## src/rtl/tmr_pkg.sv

```systemverilog
package tmr_pkg;
  localparam int NAUX   = 2;
  localparam int NTMR   = NAUX + 1;
  localparam int SEL_W  = 3;
  localparam int N_MIN  = 3;
  localparam int PSC_W  = N_MIN + (1 << SEL_W) - 1;
  localparam int CTL_W  = SEL_W + 6;
  localparam int ADDR_W = $clog2(2 * NTMR + 1);
  localparam logic [ADDR_W-1:0] ADDR_FLAGS = ADDR_W'(2 * NTMR);

  typedef enum logic [1:0] {
    MODE_FREE    = 2'd0,
    MODE_RELOAD  = 2'd1,
    MODE_CAPTURE = 2'd2,
    MODE_SPARE   = 2'd3
  } auxMode_e;

  typedef enum logic [1:0] {
    EDGE_OFF  = 2'd0,
    EDGE_RISE = 2'd1,
    EDGE_FALL = 2'd2,
    EDGE_BOTH = 2'd3
  } capEdge_e;

  typedef struct packed {
    logic [NTMR-1:0] step;
    logic [NTMR-1:0] down;
    logic [NTMR-1:0] load;
    logic [NAUX-1:0] reloadEn;
    logic [NAUX-1:0] capture;
    logic [NTMR-1:0] flagClr;
  } strobe_t;

  function automatic logic [ADDR_W-1:0] ctlAddr(input int t);
    return ADDR_W'(2 * t);
  endfunction

  function automatic logic [ADDR_W-1:0] cntAddr(input int t);
    return ADDR_W'(2 * t + 1);
  endfunction
endpackage

```

## src/rtl/tmr_ctrl.sv

```systemverilog
module tmr_ctrl
  import tmr_pkg::*;
#(
  parameter int CNT_W = 16
) (
  input  logic                       clk,
  input  logic                       rstN,
  input  logic                       wrEn,
  input  logic [ADDR_W-1:0]          addr,
  input  logic [CTL_W-1:0]           ctlData,
  input  logic                       dirPin,
  input  logic [NAUX-1:0]            auxIn,
  input  logic [CNT_W-1:0]           coreCnt,
  input  logic [NAUX-1:0][CNT_W-1:0] auxCnt,
  input  logic [NTMR-1:0]            flags,
  output strobe_t                    strb,
  output logic [CNT_W-1:0]           rdData
);
  logic [PSC_W-1:0] psc;

  logic [SEL_W-1:0] coreSel;
  logic             coreRun;
  logic             coreDown;
  logic             coreExt;

  logic [SEL_W-1:0] auxSel  [NAUX];
  logic             auxRun  [NAUX];
  logic             auxDown [NAUX];
  logic [1:0]       auxMode [NAUX];
  logic [1:0]       auxEdge [NAUX];
  logic [NAUX-1:0]  auxPrev;

  function automatic logic tickAt(input logic [PSC_W-1:0] p, input logic [SEL_W-1:0] s);
    logic [PSC_W-1:0] mask;
    mask = PSC_W'((32'd1 << (32'(s) + N_MIN)) - 32'd1);
    return (p & mask) == mask;
  endfunction

  // divider, pin history and control registers
  always_ff @(posedge clk or negedge rstN) begin
    if (!rstN) begin
      psc      <= '0;
      auxPrev  <= '0;
      coreSel  <= '0;
      coreRun  <= 1'b0;
      coreDown <= 1'b0;
      coreExt  <= 1'b0;
      for (int j = 0; j < NAUX; j++) begin
        auxSel[j]  <= '0;
        auxRun[j]  <= 1'b0;
        auxDown[j] <= 1'b0;
        auxMode[j] <= MODE_FREE;
        auxEdge[j] <= EDGE_OFF;
      end
    end else begin
      psc     <= psc + PSC_W'(1);
      auxPrev <= auxIn;
      if (wrEn && addr == ctlAddr(0)) begin
        coreSel  <= ctlData[SEL_W-1:0];
        coreRun  <= ctlData[SEL_W];
        coreDown <= ctlData[SEL_W+1];
        coreExt  <= ctlData[SEL_W+2];
      end
      for (int j = 0; j < NAUX; j++) begin
        if (wrEn && addr == ctlAddr(j + 1)) begin
          auxSel[j]  <= ctlData[SEL_W-1:0];
          auxRun[j]  <= ctlData[SEL_W];
          auxDown[j] <= ctlData[SEL_W+1];
          auxMode[j] <= ctlData[SEL_W+3:SEL_W+2];
          auxEdge[j] <= ctlData[SEL_W+5:SEL_W+4];
        end
      end
    end
  end

  // strobes toward the datapath
  logic [NAUX-1:0] rise;
  logic [NAUX-1:0] fall;
  logic [NAUX-1:0] freeMode;

  always_comb begin
    strb         = '0;
    strb.step[0] = coreRun && tickAt(psc, coreSel);
    strb.down[0] = coreExt ? dirPin : coreDown;
    strb.load[0] = wrEn && addr == cntAddr(0);
    for (int j = 0; j < NAUX; j++) begin
      rise[j]     = auxIn[j] && !auxPrev[j];
      fall[j]     = !auxIn[j] && auxPrev[j];
      freeMode[j] = (auxMode[j] == MODE_FREE) || (auxMode[j] == MODE_SPARE);
      strb.step[j+1]   = auxRun[j] && freeMode[j] && tickAt(psc, auxSel[j]);
      strb.down[j+1]   = auxDown[j];
      strb.load[j+1]   = wrEn && addr == cntAddr(j + 1);
      strb.reloadEn[j] = auxMode[j] == MODE_RELOAD;
      strb.capture[j]  = (auxMode[j] == MODE_CAPTURE) &&
                         (((auxEdge[j] == EDGE_RISE) && rise[j]) ||
                          ((auxEdge[j] == EDGE_FALL) && fall[j]) ||
                          ((auxEdge[j] == EDGE_BOTH) && (rise[j] || fall[j])));
    end
    strb.flagClr = (wrEn && addr == ADDR_FLAGS) ? ctlData[NTMR-1:0] : '0;
  end

  // read mux
  always_comb begin
    rdData = '0;
    if (addr == ctlAddr(0)) begin
      rdData = CNT_W'({coreExt, coreDown, coreRun, coreSel});
    end else if (addr == cntAddr(0)) begin
      rdData = coreCnt;
    end else if (addr == ADDR_FLAGS) begin
      rdData = CNT_W'(flags);
    end
    for (int j = 0; j < NAUX; j++) begin
      if (addr == ctlAddr(j + 1)) begin
        rdData = CNT_W'({auxEdge[j], auxMode[j], auxDown[j], auxRun[j], auxSel[j]});
      end else if (addr == cntAddr(j + 1)) begin
        rdData = auxCnt[j];
      end
    end
  end
endmodule

```

## src/rtl/tmr_datapath.sv

```systemverilog
module tmr_datapath
  import tmr_pkg::*;
#(
  parameter int CNT_W = 16
) (
  input  logic                       clk,
  input  logic                       rstN,
  input  strobe_t                    strb,
  input  logic [CNT_W-1:0]           wrData,
  output logic [CNT_W-1:0]           coreCnt,
  output logic [NAUX-1:0][CNT_W-1:0] auxCnt,
  output logic [NTMR-1:0]            flags,
  output logic                       toggleOut
);
  localparam logic [CNT_W-1:0] ONE = CNT_W'(1);

  logic                       coreWrap;
  logic [CNT_W-1:0]           coreNext;
  logic [NAUX-1:0]            relPick;
  logic [CNT_W-1:0]           relVal;
  logic [NAUX-1:0]            auxWrap;
  logic [NAUX-1:0][CNT_W-1:0] auxNext;
  logic [NTMR-1:0]            flagSet;

  always_comb begin
    coreWrap = strb.step[0] && !strb.load[0] &&
               (strb.down[0] ? (coreCnt == '0) : (coreCnt == '1));
    relPick  = strb.reloadEn & (~strb.reloadEn + NAUX'(1));
    relVal   = '0;
    for (int j = 0; j < NAUX; j++) begin
      if (relPick[j]) relVal = relVal | auxCnt[j];
    end
    if (strb.load[0]) begin
      coreNext = wrData;
    end else if (coreWrap && (|strb.reloadEn)) begin
      coreNext = relVal;
    end else if (strb.step[0]) begin
      coreNext = strb.down[0] ? coreCnt - ONE : coreCnt + ONE;
    end else begin
      coreNext = coreCnt;
    end
    flagSet    = '0;
    flagSet[0] = coreWrap;
    for (int j = 0; j < NAUX; j++) begin
      auxWrap[j] = strb.step[j+1] && !strb.load[j+1] &&
                   (strb.down[j+1] ? (auxCnt[j] == '0) : (auxCnt[j] == '1));
      if (strb.load[j+1]) begin
        auxNext[j] = wrData;
      end else if (strb.capture[j]) begin
        auxNext[j] = coreCnt;
      end else if (strb.step[j+1]) begin
        auxNext[j] = strb.down[j+1] ? auxCnt[j] - ONE : auxCnt[j] + ONE;
      end else begin
        auxNext[j] = auxCnt[j];
      end
      flagSet[j+1] = auxWrap[j] || (strb.capture[j] && !strb.load[j+1]) ||
                     (coreWrap && relPick[j]);
    end
  end

  always_ff @(posedge clk or negedge rstN) begin
    if (!rstN) begin
      coreCnt   <= '0;
      auxCnt    <= '0;
      flags     <= '0;
      toggleOut <= 1'b0;
    end else begin
      coreCnt   <= coreNext;
      for (int j = 0; j < NAUX; j++) auxCnt[j] <= auxNext[j];
      flags     <= (flags & ~strb.flagClr) | flagSet;
      toggleOut <= toggleOut ^ coreWrap;
    end
  end
endmodule

```

## src/rtl/tmr_updown.sv

```systemverilog
module tmr_updown
  import tmr_pkg::*;
#(
  parameter int CNT_W = 16
) (
  input  logic              clk,
  input  logic              rstN,
  input  logic              wrEn,
  input  logic [2:0]        addr,
  input  logic [CNT_W-1:0]  wrData,
  output logic [CNT_W-1:0]  rdData,
  input  logic              dirPin,
  input  logic [1:0]        auxIn,
  output logic              toggleOut,
  output logic [2:0]        irq
);
  strobe_t                    strb;
  logic [CNT_W-1:0]           coreCnt;
  logic [NAUX-1:0][CNT_W-1:0] auxCnt;
  logic [NTMR-1:0]            flags;

  tmr_ctrl #(.CNT_W(CNT_W)) u_ctrl (
    .clk     (clk),
    .rstN    (rstN),
    .wrEn    (wrEn),
    .addr    (addr),
    .ctlData (wrData[CTL_W-1:0]),
    .dirPin  (dirPin),
    .auxIn   (auxIn),
    .coreCnt (coreCnt),
    .auxCnt  (auxCnt),
    .flags   (flags),
    .strb    (strb),
    .rdData  (rdData)
  );

  tmr_datapath #(.CNT_W(CNT_W)) u_dp (
    .clk       (clk),
    .rstN      (rstN),
    .strb      (strb),
    .wrData    (wrData),
    .coreCnt   (coreCnt),
    .auxCnt    (auxCnt),
    .flags     (flags),
    .toggleOut (toggleOut)
  );

  assign irq = flags;
endmodule

```

## config.mk

```make
export PLATFORM = sky130hd
export DESIGN_NAME = tmr_updown
export DESIGN_NICKNAME = d
export VERILOG_FILES = /design/src/rtl/tmr_pkg.sv /design/src/rtl/tmr_ctrl.sv /design/src/rtl/tmr_datapath.sv /design/src/rtl/tmr_updown.sv
export SDC_FILE = /design/constraint.sdc
export NUM_CORES = 1
export LEC_CHECK = 0
export ABC_AREA = 1
export BUFFER_PORTS_ARGS = -buffer_cell sky130_fd_sc_hd__clkbuf_2
export CORE_AREA = 3 3 123 125
export CTS_CLUSTER_SIZE = 24
export DETAILED_ROUTE_END_ITERATION = 12
export DIE_AREA = 0 0 126 128
export PLACE_DENSITY = 0.87
export SETUP_SLACK_MARGIN = 0.2
export SYNTH_ARGS = -nofsm -noshare
export SYNTH_HDL_FRONTEND = slang
export SYNTH_SLANG_ARGS = --single-unit
```

## constraint.sdc

```tcl
create_clock -name clk -period 6.1 [get_ports clk]
set_input_delay 0.305 -clock clk [delete_from_list [all_inputs] [get_ports clk]]
set_output_delay 0.305 -clock clk [all_outputs]
set_load 0.01 [all_outputs]
```

* Word level (Yosys, flattened, before mapping)
Cells that the tools add are included.
** Storage, ports and cells
- Output and inout port bits :: 20
- Bits of input ports :: 25
- Flip-flop bits (word level) :: 88
- Logic and storage cells :: 162
** Cells by class
- Equality and inequality tests :: 24
- Muxes and demuxes :: 26
- Shift operators :: 3
- Bitwise gates (word level) :: 10
- $add $sub $neg :: 14
- Reduce and logical (&&, ||, !) cells :: 64
** Operators with widths (number)
- two-way mux 16 bit :: 20
- left shift 1 x 32 -> 10 bit, first input constant :: 3
- adder 16 x 1 -> 16 bit, second input constant :: 3
- == test 16 bit, second input constant :: 3
- zero test 16 bit :: 3
- subtractor 16 x 1 -> 16 bit, second input constant :: 3
- logical AND 1 bit :: 35
- bitwise AND 10 bit :: 3
- == test 10 bit :: 3
- subtractor 10 x 1 -> 10 bit, second input constant :: 3
- == test 2 bit, second input constant :: 8
- OR 16 bit :: 1
- adder 3 x 2 -> 4 bit, second input constant :: 3
- logical OR 1 bit :: 12
- adder 10 x 1 -> 10 bit, second input constant :: 1
- == test 3 bit, second input constant :: 3
- nonzero test 3 bit :: 3
- == test 2 x 1 -> 1 bit, second input constant :: 4
- zero test 1 bit :: 7
- == test 3 x 2 -> 1 bit, second input constant :: 2
- two-way mux 3 bit :: 2
- zero test 2 bit :: 2
- two-way mux 1 bit :: 4
- bitwise AND 3 bit :: 1
- 9 further kinds :: 9

* Depth between registers and ports, before layout
Gate-level depths: netlist of the first run.
- Depth after elaboration :: 11
- Gate-level depth with buffers :: 17
- Mapped depth without buffers :: 17

* Modules after synthesis
A second synthesis of the first run with hierarchy kept.
** Unflattened totals
- Cells, all modules :: 1370
- Area total of the unflattened synthesis :: 8737.1 µm²
** By module, submodules not included
- tmr_datapath :: cells an instance 978, seq. area each 1301.2 µm², area each 5972.0 µm², instances 1
- tmr_ctrl :: cells an instance 392, seq. area each 900.9 µm², area each 2765.2 µm², instances 1

* Least setup slack after synthesis of the first run
No wires, ideal clock.
- Path type :: register -> register
- Start point :: reg u_ctrl.coreExt
- End point :: reg u_dp.coreCnt[10]
- Data required time :: 5.983 ns
- Period minus slack after synthesis :: 2.321 ns
- Buffers on the path :: 0
- Arrival :: 2.203 ns
- Slack :: 3.779 ns
- Setup time :: 0.117 ns
- Stages on the path, launching flop included :: 17
- Path through :: dfrtp_1 -> inv_1 -> nand2_1 -> o21ai_2 -> inv_1 -> ha_1 -> nand2_1 -> o21ai_0 -> nand2_1 -> nand2_1 -> nand2_1 -> nand2_1 -> nand2_1 -> nand2_1 -> nand3_1 -> nand3_1 -> nand2_1
** On the way
- Longest elaborated chain between the ends :: 6
- Elaborated cells between the ends (all ways) :: 9
- Classes of those cells :: mux (6); reduce/logical (3)
** RTL lines
- from (decl) :: RTL line tmr_ctrl.sv:24 : logic coreExt;
- from (signal assigned) :: RTL line tmr_ctrl.sv:62 : coreExt <= ctlData[SEL_W+2];
- two-way mux 1 bit (*) :: RTL line tmr_ctrl.sv:84 : strb.down[0] = coreExt ? dirPin : coreDown;
- two-way mux 1 bit :: RTL line tmr_datapath.sv:27 : (strb.down[0] ? (coreCnt == '0) : (coreCnt == '1));
- logical AND 1 bit :: RTL line tmr_datapath.sv:26 : coreWrap = strb.step[0] && !strb.load[0] &&
- logical AND 1 bit :: RTL line tmr_datapath.sv:35 : end else if (coreWrap && (|strb.reloadEn)) begin
- two-way mux 16 bit :: RTL line tmr_datapath.sv:35
- two-way mux 16 bit :: RTL line tmr_datapath.sv:33 : if (strb.load[0]) begin
- to (signal assigned) :: RTL line tmr_datapath.sv:68 : coreCnt <= coreNext;
- to (decl) :: RTL line tmr_datapath.sv:10 : output logic [CNT_W-1:0] coreCnt,
Mark *: on every way between the ends. The rest lies on a longest branch, timed or not. The select of a mux whose other input is x is not followed.
A chain may end at the register's enable or synchronous reset.

* Worst setup path after layout of the first run
- Start point :: reg u_ctrl.auxPrev[1]
- End point :: reg u_dp.auxCnt[26] (netlist bit)
** On the way
- Longest elaborated chain between the ends :: 8
- Elaborated cells between the ends (all ways) :: 13
- Classes of those cells :: mux (2); reduce/logical (11)
** RTL lines
- from (decl) :: RTL line tmr_ctrl.sv:31 : logic [NAUX-1:0] auxPrev;
- from (signal assigned) :: RTL line tmr_ctrl.sv:57 : auxPrev <= auxIn;
- zero test 1 bit :: RTL line tmr_ctrl.sv:87 : rise[j] = auxIn[j] && !auxPrev[j];
- logical AND 1 bit :: RTL line tmr_ctrl.sv:87
- logical AND 1 bit or logical OR 1 bit (tied branches) :: RTL line tmr_ctrl.sv:95, tmr_ctrl.sv:97
- logical OR 1 bit or logical AND 1 bit (tied branches) :: RTL line tmr_ctrl.sv:95, tmr_ctrl.sv:97
- logical OR 1 bit (*) :: RTL line tmr_ctrl.sv:96 : ((auxEdge[j] == EDGE_FALL) && fall[j]) ||
- logical AND 1 bit (*) :: RTL line tmr_ctrl.sv:94 : strb.capture[j] = (auxMode[j] == MODE_CAPTURE) &&
- two-way mux 16 bit :: RTL line tmr_datapath.sv:49 : end else if (strb.capture[j]) begin
- two-way mux 16 bit :: RTL line tmr_datapath.sv:47 : if (strb.load[j+1]) begin
- to (signal assigned) :: RTL line tmr_datapath.sv:64 : auxCnt <= '0;
- to (decl) :: RTL line tmr_datapath.sv:11 : output logic [NAUX-1:0][CNT_W-1:0] auxCnt,
Mark *: on every way between the ends. The rest lies on a longest branch, timed or not.

==> results.txt, run 1 <==
The run finished with clean final reports. The cell taking the most area after synthesis is sky130_fd_sc_hd__dfrtp_1. In this run the critical register-to-register path is captured at u_dp.auxCnt[26].

STA classifies the critical path startpoint as a register. Data on the critical path is required at its endpoint by 6340 ps. Entering global routing, the biggest net connects 66 pins. After technology mapping, the gate count stands at 1284. The total length of routed wires is 28.3 mm. The floorplan step set the die width to 126 um.

By instance count, the leading cell after synthesis is sky130_fd_sc_hd__nand2_1. After detailed routing, the average wire length per cell comes to 18.9 um. For this run, the detailed router's first-pass iteration total came to 8. Port buffering added 44 buffers.

The signal arrival time at the worst endpoint came out at 3440 ps. Summed over all nets, the half-perimeter wirelength after detailed placement is 21.7 mm. In the synthesized netlist, the cells that appear most often are sky130_fd_sc_hd__nand2_1, sky130_fd_sc_hd__inv_1, sky130_fd_sc_hd__nor2_1. The post-synthesis share of cell area spent on xor and xnor gates came out at 0.0355. In the post-synthesis netlist, the biggest area contributors are sky130_fd_sc_hd__dfrtp_1, sky130_fd_sc_hd__nand2_1, sky130_fd_sc_hd__ha_1. The number of antenna violations at the first check in global routing is 0. The highest achievable clock rate is 0.312 GHz.

The adder-cell share of the synthesized area came out at 0.0878. Counting distinct cell types in the post-synthesis netlist gives 52. The total global-route track usage came out at 0.348. The count of endpoints failing hold in the final timing report is 0. A synthesized cell averages 6.52 sq um. Counting along the longest clock path gives a buffer depth of 2. The number of fillers in the final layout came out at 1325.

The finished cells cover 0.00899 sq mm. The post-detailed-placement cell area is 0.00867 sq mm. Along the worst hold path, the cell count comes to 1.

The hold path startpoint is auxIn[0]. The remaining design rule violation count is 0. The number of DRC violations after detailed-routing iteration 0 is 1150. Of the cells placed in the final design, the portion with a size suffix greater than 1 is 0.0751. STA classifies the critical path endpoint as a register. Buffers inserted to repair hold after CTS numbered 1. The final instance count without filler cells came out at 1498. The I/O pin total is 45. For this design the ratio of total power to cell area is 471 mW/mm^2. After clock tree synthesis, the repair step resized 0 gates. Setup repair after global routing left no endpoint under its margin. The type of the worst setup path is register to register. The synthesis-stage register bit count came out at 88. The source of the worst register-to-register timing path is u_ctrl.auxPrev[1].

The leakage power total is 4.67 nW. The share of flip-flops with an asynchronous set or reset came out at 1.00. The number of antenna repair diodes came out at 0. TritonCTS built the clock tree.

The routed via count is 9259. Dividing the final minimum period by the clock period gives 0.525. The clock sink count came out at 88. The first global-routing pass estimated 45.0 mm of wire. The share of synthesized area in the top cell type comes to 0.263. The total instance count after detailed placement came out at 1481.

The region available for standard cell placement spans 0.0140 sq mm. The number of max-slew violations in the final report came out at 0. The final net count came out at 1395. The die is 128 um tall. The number of global-route vias before repair is 8645. The setup clock skew after layout is 9.80 ps. The number of H-tree branching levels is 3. The remaining global-route overflow came out at 0. The fraction of synthesized area in multiplexers is 0. The congestion estimate from routability-driven global placement came to 1.00. The number of clock buffers inserted by TritonCTS is 9. The most used flip-flop cell after synthesis is sky130_fd_sc_hd__dfrtp_1. The number of placement rows came out at 43.

The setup TNS came out at 0 ps. The min-delay analysis places its worst path in the category input port to register. After clock tree synthesis, the clock-pin slew on the worst setup and hold paths is 70 ps.

The combinational family with the most area after synthesis is simple AND/OR/NAND/NOR gates. The path with the worst hold slack has its endpoint at u_ctrl.auxPrev[0]. The post-detailed-route count of antenna-violating nets is 0. The post-detailed-route via-to-cell ratio is 6.18.

The worst register-to-register path has a depth of 9. The synthesized-area fraction occupied by ao, oa, aoi and oai cells is 0.192. The maximum fanout encountered on the critical timing path is 25. The peak supply drop is 0.277 mV.

Headroom to the max-slew limit came out at 0.392. The number of warnings printed during yosys synthesis came out at 0. The tightest hold margin is 91.8 ps. The minimum period implied by the final worst setup slack is 3200 ps. The synthesized design contains 0 enable-type register cells. At the pin with the least slew margin, the transition time is 909 ps. The worst register-to-register path has a setup slack of 2900 ps.

Across the run, the number of max-cap violations was 0. The effective utilization at floorplan came out at 0.599. Clock latency on the worst-skew pair, taken at its later pin, is 360 ps. The post-CTS setup-driven buffer insertion count is 0. For this run, the register share of the synthesized area comes to 0.263. The die footprint came out at 0.0161 sq mm. The post-synthesis simple-gate area fraction came out at 0.315.

Setup violations remaining at the end of the flow were counted as 0. The tree is rooted in a sky130_fd_sc_hd__clkbuf_16. The post-synthesis cell area is 0.00838 sq mm. The synthesis-to-layout area growth is 7.36%.
[registers in the layout, summed over array words and instances (netlist names)]
register / count
u_ctrl.strb: 2
u_dp.coreCnt: 16
u_dp.toggleOut: 1
u_ctrl.coreSel: 3
u_ctrl.auxEdge: 4
u_dp.flags: 3
u_ctrl.auxPrev: 2
u_ctrl.coreExt: 1
u_ctrl.coreDown: 1
u_dp.auxCnt: 32
u_ctrl.auxMode: 4
u_ctrl.psc: 10
u_ctrl.coreRun: 1
u_ctrl.auxSel: 6
u_ctrl.auxRun: 2
[layout by cell type (no fill, tap or decap), drive strengths merged, types with 5 or more instances in the layout]
master  synthesis  layout
nand4          22      22
a22oi           6       6
o21bai          8       8
o21ai         105     105
o221ai          5       5
ha             54      54
nor3           20      20
inv           189     194
a21o            8       8
nor2          138     138
nor4            7       7
xnor2          11      11
nand2         317     317
clkbuf         13      52
o22ai          33      33
nand3          93      93
dfrtp          88      88
xor2           23      23
a21oi          80      80
o211ai         16      16
[worst max-delay path by stage]
stage	slack [ps]	from	cells after the start	endpoint
finish	2900	u_ctrl.auxPrev[1]	9	u_dp.auxCnt[26]
global placement	3130	auxIn[1]	11	u_dp.auxCnt[26]
CTS	3030	u_ctrl.auxPrev[1]	9	u_dp.auxCnt[26]
floorplan	3780	u_ctrl.coreExt	16	u_dp.coreCnt[10]
global route	2600	u_ctrl.auxMode[0]	10	u_dp.auxCnt[26]
detailed placement	2960	auxIn[1]	11	u_dp.auxCnt[26]
[power breakdown]
| group | switching (W) | internal, W |
|---|---|---|
| clock | 0.000271 | 0.000328 |
| combinational | 0.00158 | 0.000898 |
| sequential | 0.000387 | 0.000766 |
| total | 0.00224 | 0.00199 |
[layout make-up]
class | instances | area (sq um) | share of cell area
clock inverter | 7 | 86.3 | 0.00960
timing repair buffer | 47 | 248 | 0.0275
clock buffer | 9 | 225 | 0.0250
inverter | 189 | 709 | 0.0789
sequential | 88 | 2200 | 0.245
tap | 180 | 225 | 0.0250
multi-input combinational | 978 | 5300 | 0.589
[critical path: stages (launching register included)]
cell and delay, ps:
sky130_fd_sc_hd__dfrtp_1 390, sky130_fd_sc_hd__ha_1 270, sky130_fd_sc_hd__nand3_1 80, sky130_fd_sc_hd__nand3_1 640
sky130_fd_sc_hd__inv_2 420, sky130_fd_sc_hd__nor2_1 80, sky130_fd_sc_hd__nand2_1 520, sky130_fd_sc_hd__inv_1 360
sky130_fd_sc_hd__a21oi_1 220, sky130_fd_sc_hd__a21oi_1 90
[kinds of logic after synthesis]
family,Yosys count
flops,88
xor+xnor,34
buf+inv,221
compound gates,277
other cells,1
simple gates,606
fa+ha+maj,57
[routing by layer]
metal | track usage | routed length, um | up-vias
li1 | - | - | 4321
met1 | 0.446 | 11200 | 4206
met2 | 0.563 | 12500 | 576
met3 | 0.0696 | 2940 | 156
met4 | 0.169 | 1690 | 0
met5 | 0 | 0 | -
[stage by stage]
| step | setup slack, ps | utilization | power [W] |
|---|---|---|---|
| global placement | 3130 | 0.620 | 0.00352 |
| detailed placement | 2960 | 0.620 | 0.00355 |
| global route | 2600 | 0.643 | 0.00457 |
| finish | 2900 | 0.643 | 0.00423 |
| CTS | 3030 | 0.643 | 0.00415 |
| floorplan | 3780 | - | 0.00282 |
No activity file was read; power rests on OpenSTA's default activity.
==> inputs of run 2 (changes only) <==
--- a/config.mk
+++ b/config.mk
@@ -5,12 +5,12 @@
 export SDC_FILE = /design/constraint.sdc
 export NUM_CORES = 1
 export LEC_CHECK = 0
-export ABC_AREA = 1
+export ABC_AREA = 0
 export BUFFER_PORTS_ARGS = -buffer_cell sky130_fd_sc_hd__clkbuf_2
-export CORE_AREA = 3 3 123 125
+export CORE_AREA = 3 3 119 121
 export CTS_CLUSTER_SIZE = 24
 export DETAILED_ROUTE_END_ITERATION = 12
-export DIE_AREA = 0 0 126 128
+export DIE_AREA = 0 0 122 124
 export PLACE_DENSITY = 0.87
 export SETUP_SLACK_MARGIN = 0.2
 export SYNTH_ARGS = -nofsm -noshare
==> constraint.sdc (replaced) <==
create_clock -name clk -period 3.3 [get_ports clk]
set_input_delay 0.165 -clock clk [delete_from_list [all_inputs] [get_ports clk]]
set_output_delay 0.165 -clock clk [all_outputs]
set_load 0.01 [all_outputs]
==> run 2 against run 1 <==
Via count shrank 12%. Sequential share of layout area increased by 1.3 points. Design area down 5.0%. Clock power increased by 67%. Combinational power increased by 69%. Setup slack got worse by 2600 ps. Global-route usage shrank 0.92 points. Die area decreased by 6.2%. Sequential power increased by 97%. Critical path type unchanged. Largest cell class unchanged.
==> results.txt, run 2 <==
The setup clock skew after layout came out at 8.01 ps. The tree is rooted in a sky130_fd_sc_hd__clkbuf_16. In this run the vertical extent of the chip is 124 um.

The synthesized-area fraction occupied by ao, oa, aoi and oai cells came out at 0.254. For hold timing, the worst endpoint is u_dp.coreCnt[9]. The number of different library cells in the post-synthesis netlist is 64. On the critical path the largest part of the delay comes from compound AO/OA/AOI/OAI gates.

The number of max-slew violations in the final report is 0. The number of antenna violations at the first check in global routing was 0. The clock latency reported for the late side of the worst-skew pair is 360 ps. The signal on the critical path passes through mux2i_1 > inv_2 > buf_4 > ha_1 > or4_1 > a31oi_1 > a21oi_1 > a2111oi_1 > a31oi_1 > o21bai_1. The maximum fanout encountered on the critical timing path came out at 9. The die footprint is 0.0151 sq mm. Summed over all layers, the routed wires come to 25.1 mm.

The signal arrival time at the worst endpoint is 3250 ps. Among all cell types in the netlist, the one instantiated most often is sky130_fd_sc_hd__nand2_1. The largest single stage delay on the critical path is 530 ps. The adder-cell share of the synthesized area is 0.0943. The area of the core came out at 0.0132 sq mm. The number of fillers in the final layout is 1104. The peak supply drop is 0.455 mV. The number of buffers inserted by port buffering is 44. The largest registers in the layout are u_dp.auxCnt x32, u_dp.coreCnt x16, u_ctrl.psc x10. The width of the chip is 122 um. The path class of the tightest hold or removal check is input port to register.

The leakage power total came out at 3.78 nW. Setup repair after global routing could not meet its margin everywhere. The worst hold path stage count is 3. STA classifies the critical path endpoint as a register. The number of warnings printed during yosys synthesis is 0. The synthesis-to-layout area growth came out at 9.59%. The count of endpoints failing hold in the final timing report was 0. The number of clock buffers inserted by TritonCTS came out at 9. For flop-to-flop paths, the worst setup slack is 340 ps. The register with the most flip-flops in the final layout is u_dp.auxCnt. The share of flip-flops with an asynchronous set or reset came out at 1.00. The count of buffering cells on the critical path with inverters included came out at 2.

The count of final setup violators is 0. The instance count of the mapped netlist came out at 985. The initial utilization of the core area, before any placement, comes to 0.591.

The setup TNS is 0 ps. The flip-flop count of the largest register, all copies and words added came out at 32. The worst setup path is launched from a register. Dividing the detail-routed wire length by the instance count gives 20.9 um. In the layout the commonest cells are sky130_fd_sc_hd__nand2_1, sky130_fd_sc_hd__nor2_1, sky130_fd_sc_hd__o21ai_0. Headroom to the max-slew limit came out at 0.316. The number of global-route vias before repair is 7362. Leaving out fill and tap cells, the most frequent cell in the layout is sky130_fd_sc_hd__nand2_1.

Entering global routing, the biggest net connects 45 pins. The HPWL after detailed placement is 18.2 mm. Of the total synthesized cell area, the portion taken by XOR and XNOR cells is 0.0460. The highest achievable clock rate is 0.338 GHz. The number of enable flip-flop cells after synthesis is 0. The congestion estimate from routability-driven global placement came to 0.969. CTS saw 88 sinks. The flow ran to the end, and the final reports show no timing, DRC or antenna violations. The post-detailed-route via-to-cell ratio came out at 6.77. The wire length of the first global-routing pass came out at 39.5 mm. The post-detailed-route count of antenna-violating nets is 0. By count the netlist is led by sky130_fd_sc_hd__nand2_1, sky130_fd_sc_hd__nor2_1, sky130_fd_sc_hd__o21ai_0. The number of optimization iterations in the first detailed-route pass came out at 6. The post-synthesis simple-gate area fraction came out at 0.204.

Summed over all instances, the cell type with the most area after synthesis is sky130_fd_sc_hd__dfrtp_1. Ranked by total cell area, the synthesized netlist is headed by sky130_fd_sc_hd__dfrtp_1, sky130_fd_sc_hd__ha_1, sky130_fd_sc_hd__o21ai_0. The total instance count after detailed placement is 1181. Across the run, the number of max-cap violations was 0.

The most frequent cell on the critical path is sky130_fd_sc_hd__a31oi_1. The share of the Yosys chip area taken by registers is 0.282. For this run, the leading register cell type out of synthesis is sky130_fd_sc_hd__dfrtp_1. The path depth of the worst reg2reg path is 10. The synthesis-stage register bit count is 88. For this block, the initial DRC count from the detailed router was 1082.

After detailed routing, the number of remaining DRC violations is 0. In this run the number of H-tree levels came out at 3. The remaining global-route overflow is 0.

Detailed routing inserted a total of 8130 vias. The post-synthesis average cell area came out at 7.92 sq um. Dividing the final minimum period by the clock period gives 0.896. The top cell type's share of synthesized area came out at 0.282. The slew at the pin with the worst max-slew slack came out at 1030 ps.

Power spread over the standard cell area amounts to 871 mW/mm^2. The capture point of the worst reg-to-reg path is u_dp.coreCnt[15]. The source of the worst register-to-register timing path is u_ctrl.coreExt. The I/O pin total came out at 45.

For this run, the total global-route usage over all layers was measured as 0.339. After layout, the minimum clock period comes to 2960 ps. The cell area that synthesis handed to floorplanning was 0.00780 sq mm. The clock edge transition at the registers on the reported setup and hold paths is 70 ps. TritonCTS built the clock tree. By area, the combinational part of the netlist is dominated by compound AO/OA/AOI/OAI gates.

The final instance count without filler cells came out at 1201. The number of placement rows came out at 42. The fraction of synthesized area in multiplexers came out at 0.0749. The share of post-route cells with drive strength above 1 came out at 0.119.

The share of the core filled with cells in the final layout came out at 0.648. In this run the most critical hold path is launched from wrData[9]. The clock tree buffer depth is 2. The slowest stage of the critical path belongs to the cell sky130_fd_sc_hd__or4_1. The worst path required time is 3590 ps.

The final net count came out at 1101. The critical path is of the register to register type.
-- run 2: per-stage QoR --
step | instance area, sq um | setup slack, ps | total power (W) | hold slack [ps]
finish | 8550 | 342 | 0.00745 | 90.5
global route | 8550 | 199 | 0.00798 | 134
CTS | 8530 | 325 | 0.00730 | 90.3
detailed placement | 8220 | 367 | 0.00627 | 209
global placement | 8220 | 398 | 0.00618 | 202
floorplan | 7810 | 426 | 0.00510 | -131
-- run 2: worst reg2reg max path: cells and delay by family, from the launching register on --
kind | cells | cell delay [ps]
muxes | 1 | 310
and+or+nand+nor | 1 | 530
DFF | 1 | 390
AOI/OAI and AO/OA | 5 | 930
adders and majority gates | 1 | 350
buffers and inverters | 2 | 390
-- run 2: layout make-up --
cell class | count | area, sq um | share of cell area
antenna | 1 | 2.50 | 0.000293
clock buffer | 10 | 239 | 0.0280
clock inverter | 6 | 43.8 | 0.00512
inverter | 37 | 139 | 0.0162
multi-input combinational | 814 | 5280 | 0.618
sequential | 88 | 2200 | 0.258
tap | 176 | 220 | 0.0258
timing repair buffer | 69 | 418 | 0.0489
-- run 2: how the worst max path moves through the flow --
stage | startpoint | to | slack [ps] | depth (start not counted)
after floorplan | u_ctrl.coreExt | u_dp.coreCnt[15] | 430 | 11
after global placement | u_ctrl.coreExt | u_dp.coreCnt[15] | 400 | 11
after detailed placement | u_ctrl.coreExt | u_dp.coreCnt[15] | 370 | 11
after CTS | u_ctrl.coreExt | u_dp.coreCnt[15] | 330 | 11
after global routing | u_ctrl.coreExt | u_dp.coreCnt[15] | 200 | 11
final | u_ctrl.coreExt | u_dp.coreCnt[15] | 340 | 10
-- run 2: cells by family after synthesis --
family          after synthesis
fa+ha+maj                    57
compound gates              312
mux                          48
flops                        88
simple gates                352
xor+xnor                     41
other cells                   1
buf+inv                      86
-- run 2: report_power, final --
group / total, W / internal (W) / switching (W)
sequential: 0.00227 / 0.00142 / 0.000846
clock: 0.00100 / 0.000535 / 0.000469
combinational: 0.00418 / 0.00191 / 0.00227
total: 0.00745 / 0.00386 / 0.00358
-- run 2: what timing repair did --
| action | CTS | global route |
|---|---|---|
| endpoints found under the setup margin | 0 | 10 |
| hold endpoints to repair | 44 | 0 |
| resized for setup | 0 | 5 |
| buffers inserted | 0 | 0 |
| hold buffers | 3 | 0 |
-- run 2: metal layers --
metal / GRT usage / up-vias / routed length, um
li1: - / 3699 / -
met1: 0.451 / 3808 / 9940
met2: 0.526 / 520 / 11100
met3: 0.0813 / 103 / 2940
met4: 0.152 / 0 / 1140
met5: 0 / - / 0
